`src/rtl/vpe_pkg.sv`:
```
package vpe_pkg;

    localparam int BYTES_PER_PIX = 3;
    localparam int BYTE_W        = 8;
    localparam int PIX_W         = BYTES_PER_PIX * BYTE_W;

    typedef enum logic [1:0] {
        ST_IDLE  = 2'd0,
        ST_FILL  = 2'd1,
        ST_PAD   = 2'd2,
        ST_DRAIN = 2'd3
    } state_e;

    typedef struct packed {
        logic              last;
        logic [BYTE_W-1:0] data;
    } pay_byte_t;

    // Number of bytes a pixel contributes given the remaining count.
    function automatic logic [1:0] take_bytes(input logic at_least_three,
                                              input logic [1:0] low_bits);
        return at_least_three ? 2'd3 : low_bits;
    endfunction

endpackage

```
`src/rtl/vpe_ctrl.sv`:
```
module vpe_ctrl
    import vpe_pkg::*;
#(
    parameter int WC_W = 16
) (
    input  logic            clk,
    input  logic            rst,
    input  logic            start,
    input  logic [WC_W-1:0] wc,
    input  logic            cmd_mode,
    input  logic            pix_pulse,
    input  logic            pix_de,
    input  logic            fifo_room,
    input  logic            last_popped,
    output logic [1:0]      push_n,
    output logic            push_zero,
    output logic            push_last,
    output logic            stall,
    output logic            done,
    output logic            idle
);

    state_e          state;
    logic [WC_W-1:0] rem;
    logic            mode_cmd;
    logic            de_seen;
    logic [1:0]      n_take;
    logic            in_fill;
    logic            accept_cmd;
    logic            take_vid;
    logic            take_pad;
    logic            push;
    logic            reaches_end;

    always_comb begin
        n_take      = take_bytes(rem >= WC_W'(3), rem[1:0]);
        in_fill     = (state == ST_FILL);
        accept_cmd  = in_fill && mode_cmd && fifo_room;
        take_vid    = in_fill && !mode_cmd && pix_pulse && pix_de && fifo_room;
        take_pad    = (state == ST_PAD) && pix_pulse && fifo_room;
        push        = (accept_cmd && pix_pulse) || take_vid || take_pad;
        push_n      = push ? n_take : 2'd0;
        push_zero   = (state == ST_PAD);
        push_last   = (rem <= WC_W'(3));
        reaches_end = (rem == WC_W'(n_take));
        stall       = !accept_cmd;
        idle        = (state == ST_IDLE);
    end

    always_ff @(posedge clk) begin
        if (rst) begin
            state    <= ST_IDLE;
            rem      <= '0;
            mode_cmd <= 1'b0;
            de_seen  <= 1'b0;
            done     <= 1'b0;
        end else begin
            done <= 1'b0;
            unique case (state)
                ST_IDLE: begin
                    if (start) begin
                        if (wc == '0) begin
                            done <= 1'b1;
                        end else begin
                            rem      <= wc;
                            mode_cmd <= cmd_mode;
                            de_seen  <= 1'b0;
                            state    <= ST_FILL;
                        end
                    end
                end
                ST_FILL: begin
                    if (push) begin
                        rem     <= rem - WC_W'(n_take);
                        de_seen <= 1'b1;
                        if (reaches_end) state <= ST_DRAIN;
                    end else if (!mode_cmd && pix_pulse && !pix_de && de_seen) begin
                        state <= ST_PAD;
                    end
                end
                ST_PAD: begin
                    if (push) begin
                        rem <= rem - WC_W'(n_take);
                        if (reaches_end) state <= ST_DRAIN;
                    end
                end
                ST_DRAIN: begin
                    if (last_popped) begin
                        state <= ST_IDLE;
                        done  <= 1'b1;
                    end
                end
                default: state <= ST_IDLE;
            endcase
        end
    end

endmodule

```
`src/rtl/vpe_byte_fifo.sv`:
```
module vpe_byte_fifo
    import vpe_pkg::*;
#(
    parameter int DEPTH = 8
) (
    input  logic              clk,
    input  logic              rst,
    input  logic [1:0]        wr_n,
    input  logic [PIX_W-1:0]  wr_data,
    input  logic              wr_zero,
    input  logic              wr_last,
    output logic              room,
    output logic              rd_valid,
    input  logic              rd_ready,
    output logic [BYTE_W-1:0] rd_data,
    output logic              rd_last
);

    localparam int AW = $clog2(DEPTH);
    localparam int CW = AW + 1;

    pay_byte_t       mem [DEPTH];
    pay_byte_t       lane [BYTES_PER_PIX];
    logic [AW-1:0]   wptr;
    logic [AW-1:0]   rptr;
    logic [CW-1:0]   count;
    logic            pop;

    for (genvar j = 0; j < BYTES_PER_PIX; j++) begin : g_lane
        assign lane[j].data = wr_zero ? '0 : wr_data[BYTE_W*j +: BYTE_W];
        assign lane[j].last = wr_last && (2'(j) == wr_n - 2'd1);
    end

    assign rd_valid = (count != '0);
    assign pop      = rd_valid && rd_ready;
    assign room     = (count <= CW'(DEPTH - BYTES_PER_PIX));
    assign rd_data  = rd_valid ? mem[rptr].data : '0;
    assign rd_last  = rd_valid && mem[rptr].last;

    always_ff @(posedge clk) begin
        if (rst) begin
            wptr  <= '0;
            rptr  <= '0;
            count <= '0;
            for (int i = 0; i < DEPTH; i++) mem[i] <= '0;
        end else begin
            for (int j = 0; j < BYTES_PER_PIX; j++) begin
                if (2'(j) < wr_n) mem[wptr + AW'(j)] <= lane[j];
            end
            wptr  <= wptr + AW'(wr_n);
            if (pop) rptr <= rptr + AW'(1);
            count <= count + CW'(wr_n) - CW'(pop);
        end
    end

endmodule

```
`src/rtl/vid_payload_enforcer.sv`:
```
module vid_payload_enforcer
    import vpe_pkg::*;
#(
    parameter int WC_W       = 16,
    parameter int FIFO_DEPTH = 8
) (
    input  logic              clk,
    input  logic              rst,
    input  logic              pkt_start,
    input  logic [WC_W-1:0]   pkt_wc,
    input  logic              cmd_mode,
    input  logic              pix_pulse,
    input  logic              pix_de,
    input  logic [PIX_W-1:0]  pix_data,
    output logic              pix_stall,
    output logic              byte_valid,
    input  logic              byte_ready,
    output logic [BYTE_W-1:0] byte_data,
    output logic              byte_last,
    output logic              pkt_done
);

    logic [1:0] push_n;
    logic       push_zero;
    logic       push_last;
    logic       fifo_room;
    logic       last_popped;
    logic       ctrl_idle;

    assign last_popped = byte_valid && byte_ready && byte_last;

    vpe_ctrl #(.WC_W(WC_W)) u_ctrl (
        .clk         (clk),
        .rst         (rst),
        .start       (pkt_start),
        .wc          (pkt_wc),
        .cmd_mode    (cmd_mode),
        .pix_pulse   (pix_pulse),
        .pix_de      (pix_de),
        .fifo_room   (fifo_room),
        .last_popped (last_popped),
        .push_n      (push_n),
        .push_zero   (push_zero),
        .push_last   (push_last),
        .stall       (pix_stall),
        .done        (pkt_done),
        .idle        (ctrl_idle)
    );

    vpe_byte_fifo #(.DEPTH(FIFO_DEPTH)) u_fifo (
        .clk      (clk),
        .rst      (rst),
        .wr_n     (push_n),
        .wr_data  (pix_data),
        .wr_zero  (push_zero),
        .wr_last  (push_last),
        .room     (fifo_room),
        .rd_valid (byte_valid),
        .rd_ready (byte_ready),
        .rd_data  (byte_data),
        .rd_last  (byte_last)
    );

endmodule

```
`config.mk`:
```
export PLATFORM = sky130hd
export DESIGN_NAME = vid_payload_enforcer
export DESIGN_NICKNAME = d
export VERILOG_FILES = /design/src/rtl/vpe_pkg.sv /design/src/rtl/vpe_ctrl.sv /design/src/rtl/vpe_byte_fifo.sv /design/src/rtl/vid_payload_enforcer.sv
export SDC_FILE = /design/constraint.sdc
export NUM_CORES = 1
export LEC_CHECK = 0
export BUFFER_PORTS_ARGS = -buffer_cell sky130_fd_sc_hd__buf_2
export CORE_ASPECT_RATIO = 1.25
export CORE_MARGIN = 10
export CORE_UTILIZATION = 45
export DETAILED_ROUTE_END_ITERATION = 10
export SYNTH_ARGS = -nofsm -noshare
export SYNTH_HDL_FRONTEND = slang
export SYNTH_SLANG_ARGS = --single-unit
```
`constraint.sdc`:
```
create_clock -name clk -period 3.5 [get_ports clk]
set_clock_uncertainty 0.1 [all_clocks]
set_input_delay 0.35 -clock clk [delete_from_list [all_inputs] [get_ports clk]]
set_output_delay 0.35 -clock clk [all_outputs]
set_load 0.05 [all_outputs]
```
==> metrics.txt <==
status=completed; Mean Syn Cell Area=9.92 µm²; Final Core Density=0.519; Tot Pwr=5.51 mW; Detail Placement HPWL=14,500 µm; largest net degree at the start of global routing=42; max cap viols=0; Fin. Hold Viols=0; first-pass GRT wire length=30,900 µm; antenna-violating nets left=0; clk slew on worst S/H paths=0.08 ns; die span in x=127 µm; IO Pins=59; CTS resizes=0; Slew Viols, Final=0; initial DRC count=596; hold buffer count at CTS=0; WP data arrival=3.01 ns; router iterations before antenna repair=6; initial antenna violation count=0; H-tree levels=3; postcts setup bufs=0; total CTS buffers=9; diode count=0; Post-synth ARST share=0; CP Capture Type=flop; Placer Congestion=0.910; most frequent cells in the layout=nand2_1, edfxtp_1, o221ai_1; fmax=0.320 GHz; WP data required=3.39 ns; Tmin final=3.12 ns; final setup margin=0.376 ns; die area=19,600 µm²; initial core utilization=0.463; pwr dens=762 nW/µm²; Mapped Area=6450 µm²; Setup-failing EPs final=0; Worst-Margin Slew=1.10 ns; most common cell after layout, fill and taps aside=nand2_1; share of cells above drive strength 1=0.193; via count=5,550; Max IR drop VDD=0.000634 V; Setup crit start kind=flop; Clk Latency, worst-skew pair=0.36 ns; Leak Pwr=2.66 nW; Final Cycle Share=0.893; count of cell types in the netlist=55; Fillers=1,297; highest net fanout along the worst path=10; synthesized flop and latch total=106; Vias/cell=6.36; EDFF count, synth=72; DRT Wirelength=19,900 µm; Worst Hold Class=input pin to flop; Buffers on Ports=58; RSZ-0062 raised after global routing=false; grt ovf=0; clk root buf=clkbuf_16; Critical Setup Path Class=flop to flop; Core Rows=48; Max Root-Sink Buffers=2; vias in the first global route=5,563; Core ar.=13,900 µm²; CTS Sinks=106; Gate Count Post-Synth=650; Synth warnings=0; Total GRT Usage=0.199; Layout Nets=758; residual DRC count=0; CTS tree=built; relative slew slack=0.261; Reg2Reg Setup Slack=0.38 ns; Synth-to-Final Area Change=12.2%; Routed WL per cell=22.8 µm; net count after synthesis=715; Fin Setup TNS=0 ns; pre-CTS setup slack=0.482 ns; Main synth FF type=edfxtp_1; sequential share of the synthesized area=0.441; Die H=154 µm
[synthesized netlist by cell type, types with 16 or more instances]
library cell | number | area (µm²)
a21oi_1 | 35 | 175
buf_1 | 18 | 67.6
clkbuf_1 | 22 | 82.6
dfxtp_1 | 34 | 681
edfxtp_1 | 72 | 2160
ha_1 | 16 | 200
inv_1 | 21 | 78.8
mux4_2 | 18 | 405
nand2_1 | 100 | 375
nand2b_1 | 21 | 131
nand3_1 | 16 | 80.1
nor2_1 | 36 | 135
nor2b_1 | 17 | 106
o221ai_1 | 71 | 622
[worst max-delay path: stages, from the launching register on]
cell       delay, ns
dfxtp_1         0.36
inv_1           0.14
ha_1            0.28
o21a_1          0.25
o2111ai_1       0.19
nor3_1          0.92
nor2_1          0.09
nand3_1         0.42
[cell type report]
class,instances,area (µm²),share of cell area
inverter,23,86.3,0.0119
tap,175,219,0.0303
timing repair buffer,89,523,0.0723
clock inverter,6,46.3,0.00640
multi-input combinational,464,3270,0.452
sequential,106,2840,0.393
clock buffer,10,250,0.0346
[per-stage QoR]
step | hold slack, ns | instances | instance area [µm²]
6_report | 0.135 | 873 | 7240
5_1_grt | 0.178 | 873 | 7240
4_1_cts | 0.138 | 873 | 7240
3_5_place_dp | 0.376 | 857 | 6940
3_3_place_gp | 0.370 | 857 | 6940
2_1_floorplan | 0.346 | 650 | 6450
[power by group]
part | total, mW | switching, mW | internal, mW
Combinational | 2.76 | 1.76 | 0.999
Sequential | 1.73 | 0.204 | 1.53
Clock | 1.02 | 0.485 | 0.534
[registers in the layout, indices dropped and copies added (netlist names), named ones only]
register,cells
u_ctrl.de_seen,1
u_ctrl.done,1
u_ctrl.mode_cmd,1
u_ctrl.rem,16
u_ctrl.state,2
u_fifo.count,4
u_fifo.mem,72
u_fifo.rptr,3
u_fifo.wptr,3
[cells by family after synthesis]
family                     synth area share
buffers and inverters                0.0532
AOI/OAI and AO/OA                     0.182
DFF                                   0.441
xor gates and xnor gates            0.00951
adders and majority gates            0.0372
and+or+nand+nor                       0.194
muxes                                0.0832
[per-layer routing]
layer	GRT usage	wire length, µm
met1	0.223	7350
met2	0.362	10600
met3	0.0320	1300
met4	0.0842	597
met5	0	0
[final timing paths]
check	depth (start not counted)	to	start
hold / removal	3	u_ctrl.mode_cmd	cmd_mode
setup / recovery	7	u_fifo.mem[0][3]	u_ctrl.state[1]
hold reg to reg	2	u_ctrl.rem[12]	u_ctrl.rem[12]
setup reg to reg	7	u_fifo.mem[0][3]	u_ctrl.state[1]
(Power assumes the default switching activity.)
